**src/rtl/itmr_pkg.sv**
```systemverilog
package itmr_pkg;

   localparam int DATA_W       = 32;
   localparam int CTL_EN_BIT   = 26;
   localparam int CTL_PRIO_LSB = 20;
   localparam int CTL_NUM_LSB  = 12;
   localparam int PRIO_W       = 4;
   localparam int TRAP_W       = 8;

   typedef enum logic [2:0] {
      RA_CTRL   = 3'd0,
      RA_PERIOD = 3'd1,
      RA_SEC_HI = 3'd2,
      RA_SEC_LO = 3'd3,
      RA_NSEC   = 3'd4
   } reg_addr_e;

   typedef struct packed {
      logic              en;
      logic [PRIO_W-1:0] prio;
      logic [TRAP_W-1:0] num;
   } ctrl_t;

   function automatic ctrl_t ctrl_unpack(input logic [DATA_W-1:0] w);
      ctrl_t c;
      c.en   = w[CTL_EN_BIT];
      c.prio = w[CTL_PRIO_LSB +: PRIO_W];
      c.num  = w[CTL_NUM_LSB +: TRAP_W];
      return c;
   endfunction

   function automatic logic [DATA_W-1:0] ctrl_pack(input ctrl_t c);
      logic [DATA_W-1:0] w;
      w = '0;
      w[CTL_EN_BIT]                = c.en;
      w[CTL_PRIO_LSB +: PRIO_W]    = c.prio;
      w[CTL_NUM_LSB +: TRAP_W]     = c.num;
      return w;
   endfunction

endpackage

```
**src/rtl/itmr_countdown.sv**
```systemverilog
module itmr_countdown #(
   parameter int CNT_W = 32
) (
   input  logic             clk,
   input  logic             rst_n,
   input  logic             load,
   input  logic             en,
   input  logic [CNT_W-1:0] period,
   output logic             cnt_zero,
   output logic             irq
);

   logic [CNT_W-1:0] cnt_q;

   generate
      if (CNT_W < 1 || CNT_W > 32) begin : g_bad_w
         $error("itmr_countdown: CNT_W out of range");
      end
   endgenerate

   assign cnt_zero = (cnt_q == '0);

   always_ff @(posedge clk) begin
      if (!rst_n) begin
         cnt_q <= '0;
         irq   <= 1'b0;
      end else if (load) begin
         cnt_q <= period;
         irq   <= 1'b0;
      end else if (en) begin
         if (cnt_zero) begin
            cnt_q <= period;
            irq   <= 1'b1;
         end else begin
            cnt_q <= cnt_q - 1'b1;
            irq   <= 1'b0;
         end
      end else begin
         irq <= 1'b0;
      end
   end

endmodule

```
**src/rtl/itmr_trap_map.sv**
```systemverilog
module itmr_trap_map #(
   parameter int TRAP_W     = 8,
   parameter int PRIO_W     = 4,
   parameter int PRIO_SHIFT = 2
) (
   input  logic              compact,
   input  logic [TRAP_W-1:0] num,
   input  logic [PRIO_W-1:0] prio,
   output logic [TRAP_W-1:0] trap
);

   localparam int WIN_MSB = TRAP_W - 2;

   logic [TRAP_W-1:0] packed_trap;

   generate
      if (PRIO_SHIFT + PRIO_W > WIN_MSB) begin : g_bad_fold
         $error("itmr_trap_map: priority does not fit below the window bit");
      end
      for (genvar b = 0; b < TRAP_W; b++) begin : g_bit
         if (b >= PRIO_SHIFT && b < PRIO_SHIFT + PRIO_W) begin : g_fold
            assign packed_trap[b] = num[b] | prio[b - PRIO_SHIFT];
         end else if (b < WIN_MSB) begin : g_keep
            assign packed_trap[b] = num[b];
         end else if (b == WIN_MSB) begin : g_one
            assign packed_trap[b] = 1'b1;
         end else begin : g_zero
            assign packed_trap[b] = 1'b0;
         end
      end
   endgenerate

   assign trap = compact ? packed_trap : num;

endmodule

```
**src/rtl/itmr_clock.sv**
```systemverilog
module itmr_clock #(
   parameter int          DATA_W  = 32,
   parameter int unsigned NS_STEP = 5,
   parameter int unsigned NS_LIM  = 1_000_000_000
) (
   input  logic                clk,
   input  logic                rst_n,
   input  logic                wr_hi,
   input  logic                wr_lo,
   input  logic                wr_ns,
   input  logic                rd_hi,
   input  logic [DATA_W-1:0]   wdata,
   output logic [2*DATA_W-1:0] sec_q,
   output logic [DATA_W-1:0]   ns_q,
   output logic [DATA_W-1:0]   snap_lo,
   output logic [DATA_W-1:0]   snap_ns
);

   localparam int SUM_W = DATA_W + 1;
   localparam logic [SUM_W-1:0] STEP_EXT = SUM_W'(NS_STEP);
   localparam logic [SUM_W-1:0] LIM_EXT  = SUM_W'(NS_LIM);

   generate
      if (NS_STEP == 0 || NS_STEP >= NS_LIM) begin : g_bad_step
         $error("itmr_clock: NS_STEP must be in 1..NS_LIM-1");
      end
   endgenerate

   logic [SUM_W-1:0] ns_sum;
   logic             wrap;
   logic [DATA_W-1:0] ns_next;

   assign ns_sum = {1'b0, ns_q} + STEP_EXT;
   assign wrap   = (ns_sum >= LIM_EXT);

   always_comb begin
      if (wr_ns)      ns_next = wdata;
      else if (wrap)  ns_next = DATA_W'(ns_sum - LIM_EXT);
      else            ns_next = ns_sum[DATA_W-1:0];
   end

   always_ff @(posedge clk) begin
      if (!rst_n) begin
         ns_q  <= '0;
         sec_q <= '0;
      end else begin
         ns_q <= ns_next;
         if (wr_hi)                sec_q <= {wdata, sec_q[DATA_W-1:0]};
         else if (wr_lo)           sec_q <= {sec_q[2*DATA_W-1:DATA_W], wdata};
         else if (wrap && !wr_ns)  sec_q <= sec_q + 1'b1;
      end
   end

   always_ff @(posedge clk) begin
      if (!rst_n) begin
         snap_lo <= '0;
         snap_ns <= '0;
      end else if (rd_hi) begin
         snap_lo <= sec_q[DATA_W-1:0];
         snap_ns <= ns_q;
      end
   end

endmodule

```
**src/rtl/itmr_timebase.sv**
```systemverilog
module itmr_timebase
   import itmr_pkg::*;
#(
   parameter int          PERIOD_W = 32,
   parameter int unsigned NS_STEP  = 5,
   parameter int unsigned NS_LIM   = 1_000_000_000
) (
   input  logic              clk,
   input  logic              rst_n,
   input  logic              compact_mode,
   input  logic              bus_wr,
   input  logic              bus_rd,
   input  logic [2:0]        bus_addr,
   input  logic [DATA_W-1:0] bus_wdata,
   output logic [DATA_W-1:0] bus_rdata,
   output logic              irq_req,
   output logic [TRAP_W-1:0] irq_trap,
   output logic [PRIO_W-1:0] irq_prio
);

   generate
      if (PERIOD_W < 1 || PERIOD_W > DATA_W) begin : g_bad_period
         $error("itmr_timebase: PERIOD_W must fit in a data word");
      end
   endgenerate

   ctrl_t                  ctrl_q;
   logic [PERIOD_W-1:0]    period_q;
   logic                   ctrl_wr;
   logic                   period_wr;
   logic                   sec_hi_wr;
   logic                   sec_lo_wr;
   logic                   nsec_wr;
   logic                   sec_hi_rd;
   logic                   tmr_en;
   logic                   cnt_zero;
   logic [2*DATA_W-1:0]    sec_q;
   logic [DATA_W-1:0]      ns_q;
   logic [DATA_W-1:0]      snap_lo;
   logic [DATA_W-1:0]      snap_ns;

   assign ctrl_wr   = bus_wr && (bus_addr == RA_CTRL);
   assign period_wr = bus_wr && (bus_addr == RA_PERIOD);
   assign sec_hi_wr = bus_wr && (bus_addr == RA_SEC_HI);
   assign sec_lo_wr = bus_wr && (bus_addr == RA_SEC_LO);
   assign nsec_wr   = bus_wr && (bus_addr == RA_NSEC);
   assign sec_hi_rd = bus_rd && (bus_addr == RA_SEC_HI);
   assign tmr_en    = ctrl_q.en;

   always_ff @(posedge clk) begin
      if (!rst_n) begin
         ctrl_q   <= '0;
         period_q <= '0;
      end else begin
         if (ctrl_wr)   ctrl_q   <= ctrl_unpack(bus_wdata);
         if (period_wr) period_q <= bus_wdata[PERIOD_W-1:0];
      end
   end

   itmr_countdown #(
      .CNT_W (PERIOD_W)
   ) u_countdown (
      .clk      (clk),
      .rst_n    (rst_n),
      .load     (ctrl_wr),
      .en       (tmr_en),
      .period   (period_q),
      .cnt_zero (cnt_zero),
      .irq      (irq_req)
   );

   itmr_trap_map #(
      .TRAP_W     (TRAP_W),
      .PRIO_W     (PRIO_W),
      .PRIO_SHIFT (2)
   ) u_trap_map (
      .compact (compact_mode),
      .num     (ctrl_q.num),
      .prio    (ctrl_q.prio),
      .trap    (irq_trap)
   );

   assign irq_prio = ctrl_q.prio;

   itmr_clock #(
      .DATA_W  (DATA_W),
      .NS_STEP (NS_STEP),
      .NS_LIM  (NS_LIM)
   ) u_clock (
      .clk     (clk),
      .rst_n   (rst_n),
      .wr_hi   (sec_hi_wr),
      .wr_lo   (sec_lo_wr),
      .wr_ns   (nsec_wr),
      .rd_hi   (sec_hi_rd),
      .wdata   (bus_wdata),
      .sec_q   (sec_q),
      .ns_q    (ns_q),
      .snap_lo (snap_lo),
      .snap_ns (snap_ns)
   );

   always_comb begin
      unique case (bus_addr)
         RA_CTRL:   bus_rdata = ctrl_pack(ctrl_q);
         RA_PERIOD: bus_rdata = DATA_W'(period_q);
         RA_SEC_HI: bus_rdata = sec_q[2*DATA_W-1:DATA_W];
         RA_SEC_LO: bus_rdata = snap_lo;
         RA_NSEC:   bus_rdata = snap_ns;
         default:   bus_rdata = '0;
      endcase
   end

endmodule

```
**config.mk**
```make
export PLATFORM = sky130hd
export DESIGN_NAME = itmr_timebase
export DESIGN_NICKNAME = d
export VERILOG_FILES = /design/src/rtl/itmr_pkg.sv /design/src/rtl/itmr_countdown.sv /design/src/rtl/itmr_trap_map.sv /design/src/rtl/itmr_clock.sv /design/src/rtl/itmr_timebase.sv
export SDC_FILE = /design/constraint.sdc
export NUM_CORES = 1
export LEC_CHECK = 0
export ABC_CLOCK_PERIOD_IN_PS = 3460
export BUFFER_PORTS_ARGS = -buffer_cell sky130_fd_sc_hd__buf_4
export CORE_UTILIZATION = 55
export DETAILED_ROUTE_END_ITERATION = 7
export PLACE_DENSITY = 0.87
export SKIP_LAST_GASP = 1
export SYNTH_ARGS = -nofsm -noshare
export SYNTH_HDL_FRONTEND = slang
export SYNTH_SLANG_ARGS = --single-unit
```
**constraint.sdc**
```tcl
create_clock -name clk -period 3.46 [get_ports clk]
set_input_delay 0.692 -clock clk [delete_from_list [all_inputs] [get_ports clk]]
set_output_delay 0.692 -clock clk [all_outputs]
set_load 0.01 [all_outputs]
```
# Yosys cells after proc, flatten, opt, wreduce, memory -nomap -nowiden

Index checks and enable logic that the tools add are counted.

Register bits after elaboration: 238

$add $sub $neg: 4
Order comparisons: 1
Eq/ne operators: 5
Muxes and demuxes: 11
Bitwise logic cells: 7
Reductions and logical operators: 16

Operators by type and width:

| cell                     | count |
|---|---|
| $mux W64                 | 3 |
| $mux W32                 | 5 |
| $pmux W32 S5             | 1 |
| $add A64 B1 Y64 const B  | 1 |
| $add A32 B3 Y33 const B  | 1 |
| $ge A33 B30 Y1 const B   | 1 |
| $logic_not A32 Y1        | 1 |
| $sub A32 B1 Y32 const B  | 1 |
| $sub A32 B30 Y32 const B | 1 |
| $mux W8                  | 1 |
| $logic_and A1 B1 Y1      | 7 |
| $eq A3 B2 Y1 const B     | 2 |
| $reduce_bool A2 Y1       | 3 |
| $or A1 B1 Y1             | 4 |
| $reduce_and A2 Y1        | 2 |
| $eq A3 B1 Y1 const B     | 1 |
| $eq A3 B3 Y1 const B     | 1 |
| $logic_not A3 Y1         | 1 |
| $not A1 Y1               | 3 |
| $reduce_or A3 Y1         | 1 |
| $ne A2 B2 Y1 const B     | 1 |
| $logic_not A1 Y1         | 1 |
| $mux W1                  | 1 |

# Logic depth before layout (Yosys ltp)

Depth after elaboration: 7
Mapped depth: 16
Mapped depth without buffers: 13

# Hierarchy

Synthesis repeated with hierarchy kept, for this count alone.

Cells, all modules: 1739
Area total of the unflattened synthesis: 13858.3 um^2

By module, submodules not included:

| module         | times used | cells each | area each (um^2) | sequential area each (um^2) |
|---|---|---|---|---|
| itmr_clock     | 1          | 1093       | 8714.6           | 3203.1 |
| itmr_timebase  | 1          | 345        | 2771.4           | 900.9 |
| itmr_countdown | 1          | 293        | 2314.7           | 660.6 |
| itmr_trap_map  | 1          | 8          | 57.6             | 0.0 |

# Least setup slack after synthesis

No wires, ideal clock.

Path type: reg2reg
From: register u_clock.ns_q[0]
To: register u_clock.sec_q[62]
Library setup time: 115 ps
Data arrival time: 3214 ps
Slack: 131 ps
Cell stages (with the launch flop): 17
Cells stage by stage: dfxtp_1 ha_1 o211a_1 buf_2 nand3_1 xor2_1 ha_1 inv_1 a21boi_1 o311ai_4 o2111ai_4 and3_1 buf_2 a211oi_2 buf_4 a21boi_1 o21a_1

Longest elaborated chain between the ends: 5

RTL lines:

| element                             | line             | source |
|---|---|---|
| start, declared                     | itmr_clock.sv:14 | `output logic [DATA_W-1:0] ns_q,` |
| start signal, assigned              | itmr_clock.sv:47 | `ns_q <= ns_next;` |
| $add A32 B3 Y33                     | itmr_clock.sv:33 | `assign ns_sum = {1'b0, ns_q} + STEP_EXT;` |
| $ge A33 B30 Y1                      | itmr_clock.sv:34 | `assign wrap = (ns_sum >= LIM_EXT);` |
| $logic_and A1 B1 Y1                 | itmr_clock.sv:50 | `else if (wrap && !wr_ns) sec_q <= sec_q + 1'b1;` |
| $reduce_bool A2 Y1 (no source line) | n/a              |  |
| $reduce_and A2 Y1 (no source line)  | n/a              |  |
| end signal, assigned                | itmr_clock.sv:48 | `if (wr_hi) sec_q <= {wdata, sec_q[DATA_W-1:0]};` |
| end signal, assigned                | itmr_clock.sv:49 | `else if (wr_lo) sec_q <= {sec_q[2*DATA_W-1:DATA_W], wdata};` |
| end signal, assigned                | itmr_clock.sv:50 |  |
| end, declared                       | itmr_clock.sv:13 | `output logic [2*DATA_W-1:0] sec_q,` |

No other way between the ends.
A chain may end at the register's enable or synchronous reset.

# Worst setup path after layout

From: register u_clock.ns_q[9]
To: register u_clock.ns_q[30]

Longest elaborated chain between the ends: 4

RTL lines:

| element                                            | line                               | source |
|---|---|---|
| $add A32 B3 Y33 (*)                                | itmr_clock.sv:33                   |  |
| $sub A32 B30 Y32 or $ge A33 B30 Y1 (tied branches) | itmr_clock.sv:38, itmr_clock.sv:34 |  |
| $mux W32 (*)                                       | itmr_clock.sv:38                   | `else if (wrap) ns_next = DATA_W'(ns_sum - LIM_EXT);` |
| $mux W32 (*)                                       | itmr_clock.sv:37                   | `if (wr_ns) ns_next = wdata;` |

Every way passes the cells marked *; elsewhere a longest branch is shown, timed or not.

==> results.py <==
metrics = {
    "outcome": {
        "status": "completed",
    },
    "route": {
        "viasPerCell": 6.62,
        "postRouteAntennaNets": 0,
        "wl_per_cell_um": 21.8,
        "vias": 15100,
        "drt_wl_total_um": 49800,
        "drt-initial-drc-count": 2318,
        "drc": 0,
        "dr.pass1.iters": 6,
    },
    "critical_path": {
        "rr_endpoint": "u_clock.ns_q[30]",
        "start_kind": "register",
        "r2r_cells": 11,
        "worstPathMaxFanout": 10,
        "end_kind": "register",
        "critPathKind": "reg -> reg",
        "reg2reg_from": "u_clock.ns_q[9]",
        "critPathArrivalTime_ps": 3800,
        "critical_path_required_ps": 3900,
        "regToRegSetupSlack_ps": 100,
    },
    "sta": {
        "worstMarginPinSlew_ps": 841,
        "max_freq_mhz": 298,
        "post-route-period-util_pct": 97.1,
        "hold_viol_final": 0,
        "finalClockSkew_ps": 14.9,
        "slew_headroom_pct": 43.9,
        "fin_ws_ps": 99.6,
        "drv_slew": 0,
        "setup_viol": 0,
        "finalCriticalPeriod_ps": 3360,
        "hold_slack_ps": 452,
    },
    "floorplan": {
        "die_h_um": 162,
        "rows": 58,
        "coreArea_sq_um": 25100,
        "start_util_pct": 56.0,
        "io_pins": 85,
        "dieArea_sq_um": 26200,
        "die_x_um": 162,
    },
    "hold_path": {
        "hold_path_class": "in -> reg",
        "min_to": "u_clock.ns_q[29]",
        "hold_path_startpoint": "bus_wdata[29]",
        "hold-path-cell-count": 3,
    },
    "logic_synthesis": {
        "syn_nets": 1930,
        "synth.cell_area_sq_um": 14100,
        "ys_ff_latch": 238,
        "yosys.area.top_type": "dfxtp_1",
        "synth_cell_types": 80,
        "synth_edf_count": 0,
        "ys_warn_count": 0,
        "syn_inst": 1884,
        "synth_seq_area_share_pct": 33.9,
        "avgSynthCellArea_sq_um": 7.47,
        "synth-main-ff-cell": "dfxtp_1",
        "async_flop_share_pct": 0,
        "yosys-top-cells-area": "dfxtp_1 34%, nand2_1 11%, a21boi_0 6.2%",
        "synth_top_area_share_pct": 33.9,
    },
    "clock_tree": {
        "clk_pin_slew_worst_paths_ps": 60,
        "cts_hold_buffers": 0,
        "clockBufferDepth": 3,
        "cts-root-buf": "clkbuf_16",
        "cts.sink_count": 238,
        "clk_latency_ps": 550,
        "ctsHtreeMaxLevel": 1,
        "cts_made_buffers": 27,
        "cts_tree": "built",
    },
    "final_layout": {
        "fin_cells": 2288,
        "drive_gt1_share_pct": 14.8,
        "mostFrequentLayoutCell": "nand2_1",
        "final_cell_mix": "402 x nand2_1, 235 x dfxtp_1, 165 x buf_4, 148 x nor2_1, 117 x a21boi_0",
        "final_util_pct": 64.4,
        "n_fill_cell": 2129,
        "final_nets": 1981,
        "area_growth_pct": 14.9,
    },
    "run": {
        "drv_cap": 0,
    },
    "place": {
        "io_buffers": 84,
        "numPlacedInstances": 2234,
        "gp_congestion": 1.02,
        "hpwlAfterDp_um": 35200,
        "dp_slack_ps": 64.2,
    },
    "grt": {
        "grt_overflow_total": 0,
        "grt_usage_pct": 37.3,
        "grt_pass1_vias": 13500,
        "grt_pass1_wl_um": 76600,
        "grt_max_degree": 78,
        "antenna_found_initial": 2,
    },
    "power": {
        "pwr-share-clk_pct": 27.3,
        "leakagePower_uw": 0.00588,
        "swShare_pct": 40.4,
        "power_frac_seq_pct": 31.5,
        "peakVddDrop_uv": 883,
        "intPower_uw": 6290,
        "power.density_nw_per_um2": 653,
        "pwr-share-comb_pct": 41.2,
        "p_sw_uw": 4260,
    },
}
## routing by layer
metal,share of wire (%),wire length (um),global-route usage (%)
met5,0,0,0
met3,13,6570,8.07
met4,6.9,3430,21.7
met2,41,20200,53.1
met1,39,19600,51.7
## per-stage QoR
stage	total power [uW]	TNS (ps)	instance area, sq um
CTS	10400	0	16100
detailed placement	7520	0	15200
global placement	7410	0	15200
global route	11100	-0.169	16200
floorplan	6220	0	14100
finish	10600	0	16200
## worst max-delay path, stage by stage, from the launching register on
cell	delay (ps)
dfxtp_1	500
and2_2	310
nand4_2	270
buf_4	260
a21oi_1	160
nor2_1	90
or2_2	340
a311oi_1	450
o21ai_0	340
a21oi_1	240
nor2_1	70
a32o_1	230
## state kept, by name (all words and copies together), names as in the netlist
name               flops
period_q              32
tmr_en                 1
u_countdown.cnt_q     32
u_clock.snap_ns       32
u_clock.snap_lo       32
u_clock.ns_q          32
ctrl_q                 8
u_countdown.irq        1
irq_prio               4
u_clock.sec_q         64
## worst max-delay path by stage
stage / startpoint / end / slack [ps] / depth (start not counted)
3_5_place_dp: u_clock.ns_q[1] / u_clock.ns_q[24] / 60 / 14
5_1_grt: u_clock.ns_q[3] / u_clock.sec_q[57] / -0.2 / 13
4_1_cts: u_clock.ns_q[1] / u_clock.ns_q[24] / 20 / 14
2_1_floorplan: u_clock.ns_q[0] / u_clock.sec_q[62] / 130 / 16
3_3_place_gp: u_clock.ns_q[0] / u_clock.sec_q[62] / 110 / 14
6_report: u_clock.ns_q[9] / u_clock.ns_q[30] / 100 / 11
## power by group through the flow
stage | combinational [uW] | sequential, uW | clock [uW]
2_1_floorplan | 3000 | 3220 | 0
3_3_place_gp | 4070 | 3350 | 0
3_5_place_dp | 4160 | 3360 | 0
4_1_cts | 4200 | 3300 | 2890
5_1_grt | 4740 | 3350 | 3010
6_report | 4350 | 3320 | 2880
## kinds of logic after synthesis
kind of cell             synth area share [%]
AO/OA/AOI/OAI                            29.4
XOR/XNOR                                 3.05
adder cells (fa/ha/maj)                 0.534
buffers and inverters                    4.96
flip-flops                               33.9
multiplexers                             1.19
AND/OR/NAND/NOR                          27.0
## synthesized netlist by cell type (6+ instances only)
library cell    n
buf_4          14
or3_1          12
o21ai_1        25
o31ai_1        17
and4_1         12
nand3_1        46
nor3b_2         6
a21boi_1       50
nand2_1       403
xor2_1         16
buf_2          24
a22o_1         12
nor2_1        150
nand4_1        26
dfxtp_1       238
nor3_1         39
a21o_1         10
nor4_1         24
nor2b_1         6
mux2_2         14
inv_1          13
a21boi_0      117
and3_1         23
o21a_1         20
clkbuf_1      103
o211ai_1        7
o21ai_0       114
nor3b_1         6
o22ai_1        15
and2_1         21
a21oi_1        66
a221oi_1        6
a22oi_1        67
buf_1           7
o211a_1        12
xnor2_1        33
ha_1            6
a31oi_1        27
## layout make-up
type | instances | area [sq um] | share of cell area (%)
Antenna cell | 2 | 5.00 | 0.0310
Inverter | 13 | 48.8 | 0.302
Clock inverter | 13 | 130 | 0.805
Clock buffer | 37 | 753 | 4.66
Timing Repair Buffer | 171 | 1360 | 8.41
Sequential cell | 238 | 4770 | 29.5
Multi-Input combinational cell | 1484 | 8680 | 53.7
Tap cell | 330 | 413 | 2.55
## timing repair
action / in CTS / in global routing
gates resized for setup: 0 / 15
endpoints found under the setup margin: 0 / 80
setup buffers: 0 / 2
No activity file was read; power rests on OpenSTA's default activity.
